## src/rtl/gate_guard_pkg.sv

```systemverilog
package gate_guard_pkg;
  typedef struct packed {
    logic hs;
    logic ls;
  } gate_pair_t;

  function automatic logic to_active(input logic raw, input bit act_low);
    return act_low ? ~raw : raw;
  endfunction
endpackage

```

## src/rtl/glitch_filter.sv

```systemverilog
module glitch_filter #(
  parameter int unsigned CYC = 6
) (
  input  logic clk,
  input  logic rst_n,
  input  logic din,
  output logic dout
);
  localparam int unsigned CW = $clog2(CYC + 1);
  localparam logic [CW-1:0] LAST = CW'(CYC - 1);

  logic [CW-1:0] cnt_q, cnt_d;
  logic          lvl_q, lvl_d;

  always_comb begin
    cnt_d = '0;
    lvl_d = lvl_q;
    if (din != lvl_q) begin
      if (cnt_q == LAST) lvl_d = din;
      else               cnt_d = cnt_q + 1'b1;
    end
  end

  always_ff @(posedge clk or negedge rst_n) begin
    if (!rst_n) begin
      cnt_q <= '0;
      lvl_q <= 1'b0;
    end else begin
      cnt_q <= cnt_d;
      lvl_q <= lvl_d;
    end
  end

  assign dout = lvl_q;

  assert_filt_rise_held_R2: assert property (@(posedge clk) disable iff (!rst_n)
    $rose(lvl_q) |-> $past(din));
  assert_filt_fall_held_R2: assert property (@(posedge clk) disable iff (!rst_n)
    $fell(lvl_q) |-> !$past(din));
endmodule

```

## src/rtl/leg_guard.sv

```systemverilog
module leg_guard
  import gate_guard_pkg::*;
#(
  parameter int unsigned DEAD_CYC = 8
) (
  input  logic clk,
  input  logic rst_n,
  input  logic hreq,
  input  logic lreq,
  input  logic run_ok,
  input  logic hs_uv,
  input  logic ls_uv,
  output logic hs_gate,
  output logic ls_gate
);
  localparam int unsigned DW = $clog2(DEAD_CYC + 1);
  localparam logic [DW-1:0] DMAX = DW'(DEAD_CYC);

  gate_pair_t    g_q, g_d;
  logic [DW-1:0] off_q, off_d;
  logic          arm_q, arm_d;
  logic          gap_done, hs_want, ls_want;

  assign gap_done = (off_q == DMAX);

  always_comb begin
    hs_want = hreq & ~lreq & ~hs_uv & arm_q;
    ls_want = lreq & ~hreq & ~ls_uv;
    g_d.hs  = run_ok & hs_want & (g_q.hs | (~g_q.ls & gap_done));
    g_d.ls  = run_ok & ls_want & (g_q.ls | (~g_q.hs & gap_done));

    if (g_q.hs | g_q.ls)  off_d = '0;
    else if (!gap_done)   off_d = off_q + 1'b1;
    else                  off_d = off_q;

    if (hs_uv)      arm_d = 1'b0;
    else if (!hreq) arm_d = 1'b1;
    else            arm_d = arm_q;
  end

  always_ff @(posedge clk or negedge rst_n) begin
    if (!rst_n) begin
      g_q   <= '0;
      off_q <= '0;
      arm_q <= 1'b1;
    end else begin
      g_q   <= g_d;
      off_q <= off_d;
      arm_q <= arm_d;
    end
  end

  assign hs_gate = g_q.hs;
  assign ls_gate = g_q.ls;

  // independent count of cycles with both gates low, for the dead-time check
  logic [DW-1:0] low_run_q;
  always_ff @(posedge clk or negedge rst_n) begin
    if (!rst_n)                low_run_q <= '0;
    else if (hs_gate | ls_gate) low_run_q <= '0;
    else if (low_run_q != DMAX) low_run_q <= low_run_q + 1'b1;
  end

  assert_no_overlap_R4: assert property (@(posedge clk) disable iff (!rst_n)
    !(hs_gate && ls_gate));
  assert_both_req_off_R4: assert property (@(posedge clk) disable iff (!rst_n)
    (hreq && lreq) |=> (!hs_gate && !ls_gate));
  assert_hs_dead_R5: assert property (@(posedge clk) disable iff (!rst_n)
    $rose(hs_gate) |-> ($past(low_run_q) == DMAX));
  assert_ls_dead_R5: assert property (@(posedge clk) disable iff (!rst_n)
    $rose(ls_gate) |-> ($past(low_run_q) == DMAX));
  assert_run_off_R6: assert property (@(posedge clk) disable iff (!rst_n)
    !run_ok |=> (!hs_gate && !ls_gate));
  assert_ls_uv_off_R8: assert property (@(posedge clk) disable iff (!rst_n)
    ls_uv |=> !ls_gate);
  assert_hs_uv_off_R9: assert property (@(posedge clk) disable iff (!rst_n)
    hs_uv |=> !hs_gate);
endmodule

```

## src/rtl/tri_leg_gate_guard.sv

```systemverilog
module tri_leg_gate_guard
  import gate_guard_pkg::*;
#(
  parameter int unsigned LEGS       = 3,
  parameter int unsigned FILT_CYC   = 6,
  parameter int unsigned DEAD_CYC   = 8,
  parameter bit          ACTIVE_LOW = 1'b1
) (
  input  logic            clk,
  input  logic            rst_n,
  input  logic [LEGS-1:0] hi_cmd,
  input  logic [LEGS-1:0] lo_cmd,
  input  logic            run_en,
  input  logic            shutdown_req,
  input  logic [LEGS-1:0] hs_uv,
  input  logic            ls_uv,
  output logic [LEGS-1:0] hs_gate,
  output logic [LEGS-1:0] ls_gate
);
  logic [LEGS-1:0] hreq_f, lreq_f;
  logic            en_f, run_ok;

  glitch_filter #(.CYC(FILT_CYC)) u_en_filt (
    .clk(clk), .rst_n(rst_n), .din(run_en), .dout(en_f)
  );

  assign run_ok = en_f & ~shutdown_req;

  for (genvar i = 0; i < LEGS; i++) begin : g_leg
    glitch_filter #(.CYC(FILT_CYC)) u_hi_filt (
      .clk(clk), .rst_n(rst_n),
      .din(to_active(hi_cmd[i], ACTIVE_LOW)), .dout(hreq_f[i])
    );
    glitch_filter #(.CYC(FILT_CYC)) u_lo_filt (
      .clk(clk), .rst_n(rst_n),
      .din(to_active(lo_cmd[i], ACTIVE_LOW)), .dout(lreq_f[i])
    );
    leg_guard #(.DEAD_CYC(DEAD_CYC)) u_leg (
      .clk(clk), .rst_n(rst_n),
      .hreq(hreq_f[i]), .lreq(lreq_f[i]), .run_ok(run_ok),
      .hs_uv(hs_uv[i]), .ls_uv(ls_uv),
      .hs_gate(hs_gate[i]), .ls_gate(ls_gate[i])
    );
  end

  assert_shutdown_off_R7: assert property (@(posedge clk) disable iff (!rst_n)
    shutdown_req |=> (hs_gate == '0 && ls_gate == '0));
  assert_first_cycle_low_R1: assert property (@(posedge clk) disable iff (!rst_n)
    !$past(rst_n) |-> (hs_gate == '0 && ls_gate == '0));
endmodule

```

## config.mk

```make
export PLATFORM = sky130hd
export DESIGN_NAME = tri_leg_gate_guard
export DESIGN_NICKNAME = d
export VERILOG_FILES = /design/src/rtl/gate_guard_pkg.sv /design/src/rtl/glitch_filter.sv /design/src/rtl/leg_guard.sv /design/src/rtl/tri_leg_gate_guard.sv
export SDC_FILE = /design/constraint.sdc
export NUM_CORES = 1
export LEC_CHECK = 0
export ABC_AREA = 1
export BUFFER_PORTS_ARGS = -buffer_cell sky130_fd_sc_hd__buf_2
export CAP_MARGIN = 0
export CORE_ASPECT_RATIO = 1.5
export CORE_MARGIN = 2
export CORE_UTILIZATION = 55
export CTS_BUF_LIST = sky130_fd_sc_hd__clkbuf_4
export DETAILED_ROUTE_END_ITERATION = 8
export MAX_ROUTING_LAYER = met4
export PLACE_DENSITY = 0.77
export SYNTH_ARGS = -nofsm -noshare
export SYNTH_HDL_FRONTEND = slang
export SYNTH_SLANG_ARGS = --single-unit
```

## constraint.sdc

```tcl
create_clock -name clk -period 1.2 [get_ports clk]
set_clock_uncertainty 0.15 [all_clocks]
set_input_delay 0 -clock clk [delete_from_list [all_inputs] [get_ports clk]]
set_output_delay 0 -clock clk [all_outputs]
set_load 0.02 [all_outputs]
```

==> run_results.csv <==
group,metric,value,unit
floorplan,dieHeight,84.2,um
hold_path,hold_end,"g_leg[0].u_leg.arm_q$_DFFE_PN1P_",
setup_path,crit_path_frequent_cell,"nand2_1",
clocking,clock_latency,0.36,ns
clocking,clock-sinks,49,
setup_path,slowest_stage,"dfrtp_1",
setup_path,critPathRequiredTime,1.31,ns
setup_path,r2r_slack,-0.08,ns
logic_synthesis,synthAdderAreaFrac,0.0318,
clocking,cts-root-buf,"clkbuf_4",
floorplan,die_w,57.5,um
setup_path,startpoint_type,"flop",
setup_path,max_stage_delay,0.42,ns
setup_path,cp.arrival,1.39,ns
setup_path,r2r-start,"g_leg[2].u_leg.off_q[1]$_DFFE_PN0P_",
setup_path,worstSetupPathType,"flop to flop",
logic_synthesis,synth.distinct_cells,20,
global_routing,first_global_vias,1890,
cells_and_area,multi_input_area,1090,um^2
cells_and_area,antennaDiodeCount,0,
detailed_routing,viasPerCell,4.93,
global_routing,antenna_found_initial,0,
setup_path,reg2reg_depth,7,
sta,grt_setup_unrepaired,"yes",
placed_design,hpwl,2.87,mm
sta,max-slew-margin-rel,0.800,
detailed_routing,drc,0,
clocking,cts_buffer_depth,2,
placed_design,io_buffers,19,
status,violations,"setup timing",
logic_synthesis,ys_ff_latch,49,
cells_and_area,nNetsFinal,361,
power,p_per_area,2310,nW/um^2
clocking,cts-htree-levels,2,
cells_and_area,final_core_util,0.728,
status,status,"complete, but fails checks",
sta,setup_violations,13,
logic_synthesis,ys.flop_type,"dfrtp_1",
hold_path,worstHoldPathCells,3,
power,p_leak,1.55,nW
floorplan,row_count,29,
logic_synthesis,yosysSeqAreaShare,0.521,
detailed_routing,dr.pass1.iters,4,
sta,fmax,0.784,GHz
hold_path,hold_start,"hs_uv[0]",
logic_synthesis,netlist_instances,288,
logic_synthesis,synth_edf_count,0,
logic_synthesis,synth_compound_area_frac,0.0621,
logic_synthesis,muxShareOfSynthArea,0,
clocking,clkTransAtPathRegs,0.13,ns
sta,timing.final.crit_share,1.06,
logic_synthesis,yosysWarnings,0,
cells_and_area,final_area,3040,um^2
sta,finalWorstSetupSlack,-0.0756,ns
sta,maxSlewViolCount,0,
clocking,cts_tree,"built",
cells_and_area,fillers,310,
placed_design,place_congestion,0.780,
sta,worstMarginPinSlew,0.300,ns
placed_design,placed_area,2560,um^2
logic_synthesis,avgSynthCellArea,8.19,um^2
logic_synthesis,synth_top_cell_area_share,0.488,
logic_synthesis,ys_async_sr_fraction,1.00,
sta,hold_viol,0,
detailed_routing,wire_per_inst,12.0,um
sta,setup_tns,-0.699,ns
global_routing,grt_first_pass_wirelength,7.97,mm
setup_path,path_max_fanout,4,
power,ir_drop,1.66,mV
detailed_routing,dr.first_iter.drc_count,46,
logic_synthesis,synth.most_common_cell,"nand2_1",
logic_synthesis,yosys.area_share.xor_xnor,0.0260,
flow_run,maxCapViolations,0,
cells_and_area,area_growth,28.8,%
floorplan,ios,20,
sta,finalCriticalPeriod,1.28,ns
logic_synthesis,syn-num-nets,308,
setup_path,crit_chain,"inv_2 -> ha_4 -> nand2_4 -> nor2_4 -> nor2_2 -> nand2_1 -> nand2_1",
logic_synthesis,synth_commonest_cells,"nand2_1, dfrtp_1, inv_1",
setup_path,cpLargestDelayFamily,"flip-flops",
placed_design,dp_slack,-0.0984,ns
global_routing,grt_start_max_net_pins,50,
detailed_routing,routed_wl,4.63,mm
setup_path,cp-end-kind,"flop",
logic_synthesis,synth-simple-area-share,0.265,
logic_synthesis,synth_area_leaders,"dfrtp_1, nand2_1, inv_1",
global_routing,grt_overflow,0,
cells_and_area,layout-drive-gt1-share,0.273,
clocking,cts_buffers,5,
power,totalPowerFinal,7.02,mW
setup_path,rr_endpoint,"g_leg[2].u_leg.off_q[0]$_DFFE_PN0P_",
detailed_routing,detail-route-antenna-nets,0,
detailed_routing,num_vias,1906,
floorplan,initial_utilization,0.565,
setup_path,cp.buffers_inverters,1,
floorplan,dieArea,4840,um^2
floorplan,core_area,4170,um^2
logic_synthesis,syn_area,2360,um^2
cells_and_area,regArea,1230,um^2
global_routing,track_usage,0.215,
logic_synthesis,synth_top_cell_by_area,"dfrtp_1",
hold_path,hp-class,"input port to flop",
logic_synthesis,synth_top_family_by_area,"simple AND/OR/NAND/NOR gates",
## through the flow
step                cells  hold WS, ns
finish                387        0.125
global placement      358       -0.145
CTS                   385        0.115
global route          387        0.132
floorplan             288       -0.446
detailed placement    358       -0.143
## per-layer routing
layer  share of wire  track usage  wire [um]
met3           0.026       0.0385        120
met1            0.42        0.253       1930
met2            0.54        0.357       2500
met5               0            -          0
met4           0.016       0.0867         75
## timing repair
item                                    CTS  global route
hold buffers                             14             0
endpoints found under the hold margin    86             0
setup buffers                             6             2
pin swaps                                13            16
endpoints found under the setup margin   15            18
resized for setup                        28            25
## logic make-up (layout without fill, tap and decap cells)
logic type                 after synthesis  in the layout
DFF                                     49             49
and+or+nand+nor                        145            145
adders and majority gates                6              6
buffers and inverters                   53            106
xor gates and xnor gates                 7              7
AOI/OAI and AO/OA                       28             28
## tightest hold or removal path: stages
cell           delay (ns)
dlygate4sd3_1        0.51
buf_2                0.11
a21oi_1              0.04
## area by class of cell
type,count,area share
Clock buffer,5,0.0124
Clock inverter,2,0.0115
Inverter,47,0.0581
Multi-Input combinational cell,186,0.358
Sequential cell,49,0.405
Tap cell,46,0.0189
Timing Repair Buffer,52,0.136
## cell usage in the layout (no fill, tap or decap)
master          n
nor2_1         35
dfrtp_1        46
nand3_2         1
ha_4            4
xnor2_2         2
nand2_1        58
nor2_2          4
and2b_1         1
ha_1            1
nand3_1        20
nand2_2         9
nor3_2          3
nand3_4         1
clkinv_2        1
ha_2            1
clkbuf_4        5
nand3b_1        6
buf_6           6
o21bai_1        1
a21oi_2         6
xnor2_1         5
dlygate4sd3_1  14
nand2_4         2
buf_4          12
bufinv_16       1
nor2_4          5
dfstp_2         3
inv_2           7
buf_2          19
inv_1          40
buf_12          1
o21ai_0         6
a21oi_1        15
## registers in the layout, summed over array words and instances (netlist names)
register               cells
g_leg.u_lo_filt.dout       3
g_leg.u_leg.arm_q          3
g_leg.u_hi_filt.cnt_q      9
g_leg.u_leg.ls_gate        3
u_en_filt.dout             1
g_leg.u_leg.off_q         12
u_en_filt.cnt_q            3
g_leg.u_hi_filt.dout       3
g_leg.u_lo_filt.cnt_q      9
g_leg.u_leg.hs_gate        3
## where the power goes
part           leakage, nW  switching (mW)  total (mW)  internal (mW)
Sequential           0.609           0.692        3.02           2.33
Combinational        0.899            1.56        3.07           1.51
Clock               0.0410           0.502       0.927          0.425
## worst max-delay path by stage
| stage | startpoint | end | slack, ns | depth (start not counted) |
|---|---|---|---|---|
| after detailed placement | g_leg[2].u_leg.off_q[0]$_DFFE_PN0P_ | g_leg[2].u_leg.off_q[0]$_DFFE_PN0P_ | -0.1 | 7 |
| final | g_leg[2].u_leg.off_q[1]$_DFFE_PN0P_ | g_leg[2].u_leg.off_q[0]$_DFFE_PN0P_ | -0.08 | 7 |
| after global routing | g_leg[1].u_leg.off_q[0]$_DFFE_PN0P_ | g_leg[1].u_leg.hs_gate$_DFF_PN0_ | -0.15 | 6 |
| after floorplan | g_leg[0].u_leg.off_q[0]$_DFFE_PN0P_ | g_leg[0].u_leg.off_q[1]$_DFFE_PN0P_ | -0.003 | 7 |
| after global placement | g_leg[0].u_leg.off_q[0]$_DFFE_PN0P_ | g_leg[0].u_leg.off_q[1]$_DFFE_PN0P_ | -0.04 | 7 |
| after CTS | g_leg[0].u_leg.off_q[0]$_DFFE_PN0P_ | g_leg[0].u_leg.ls_gate$_DFF_PN0_ | -0.09 | 6 |
Power figures use the tool's default switching activity.
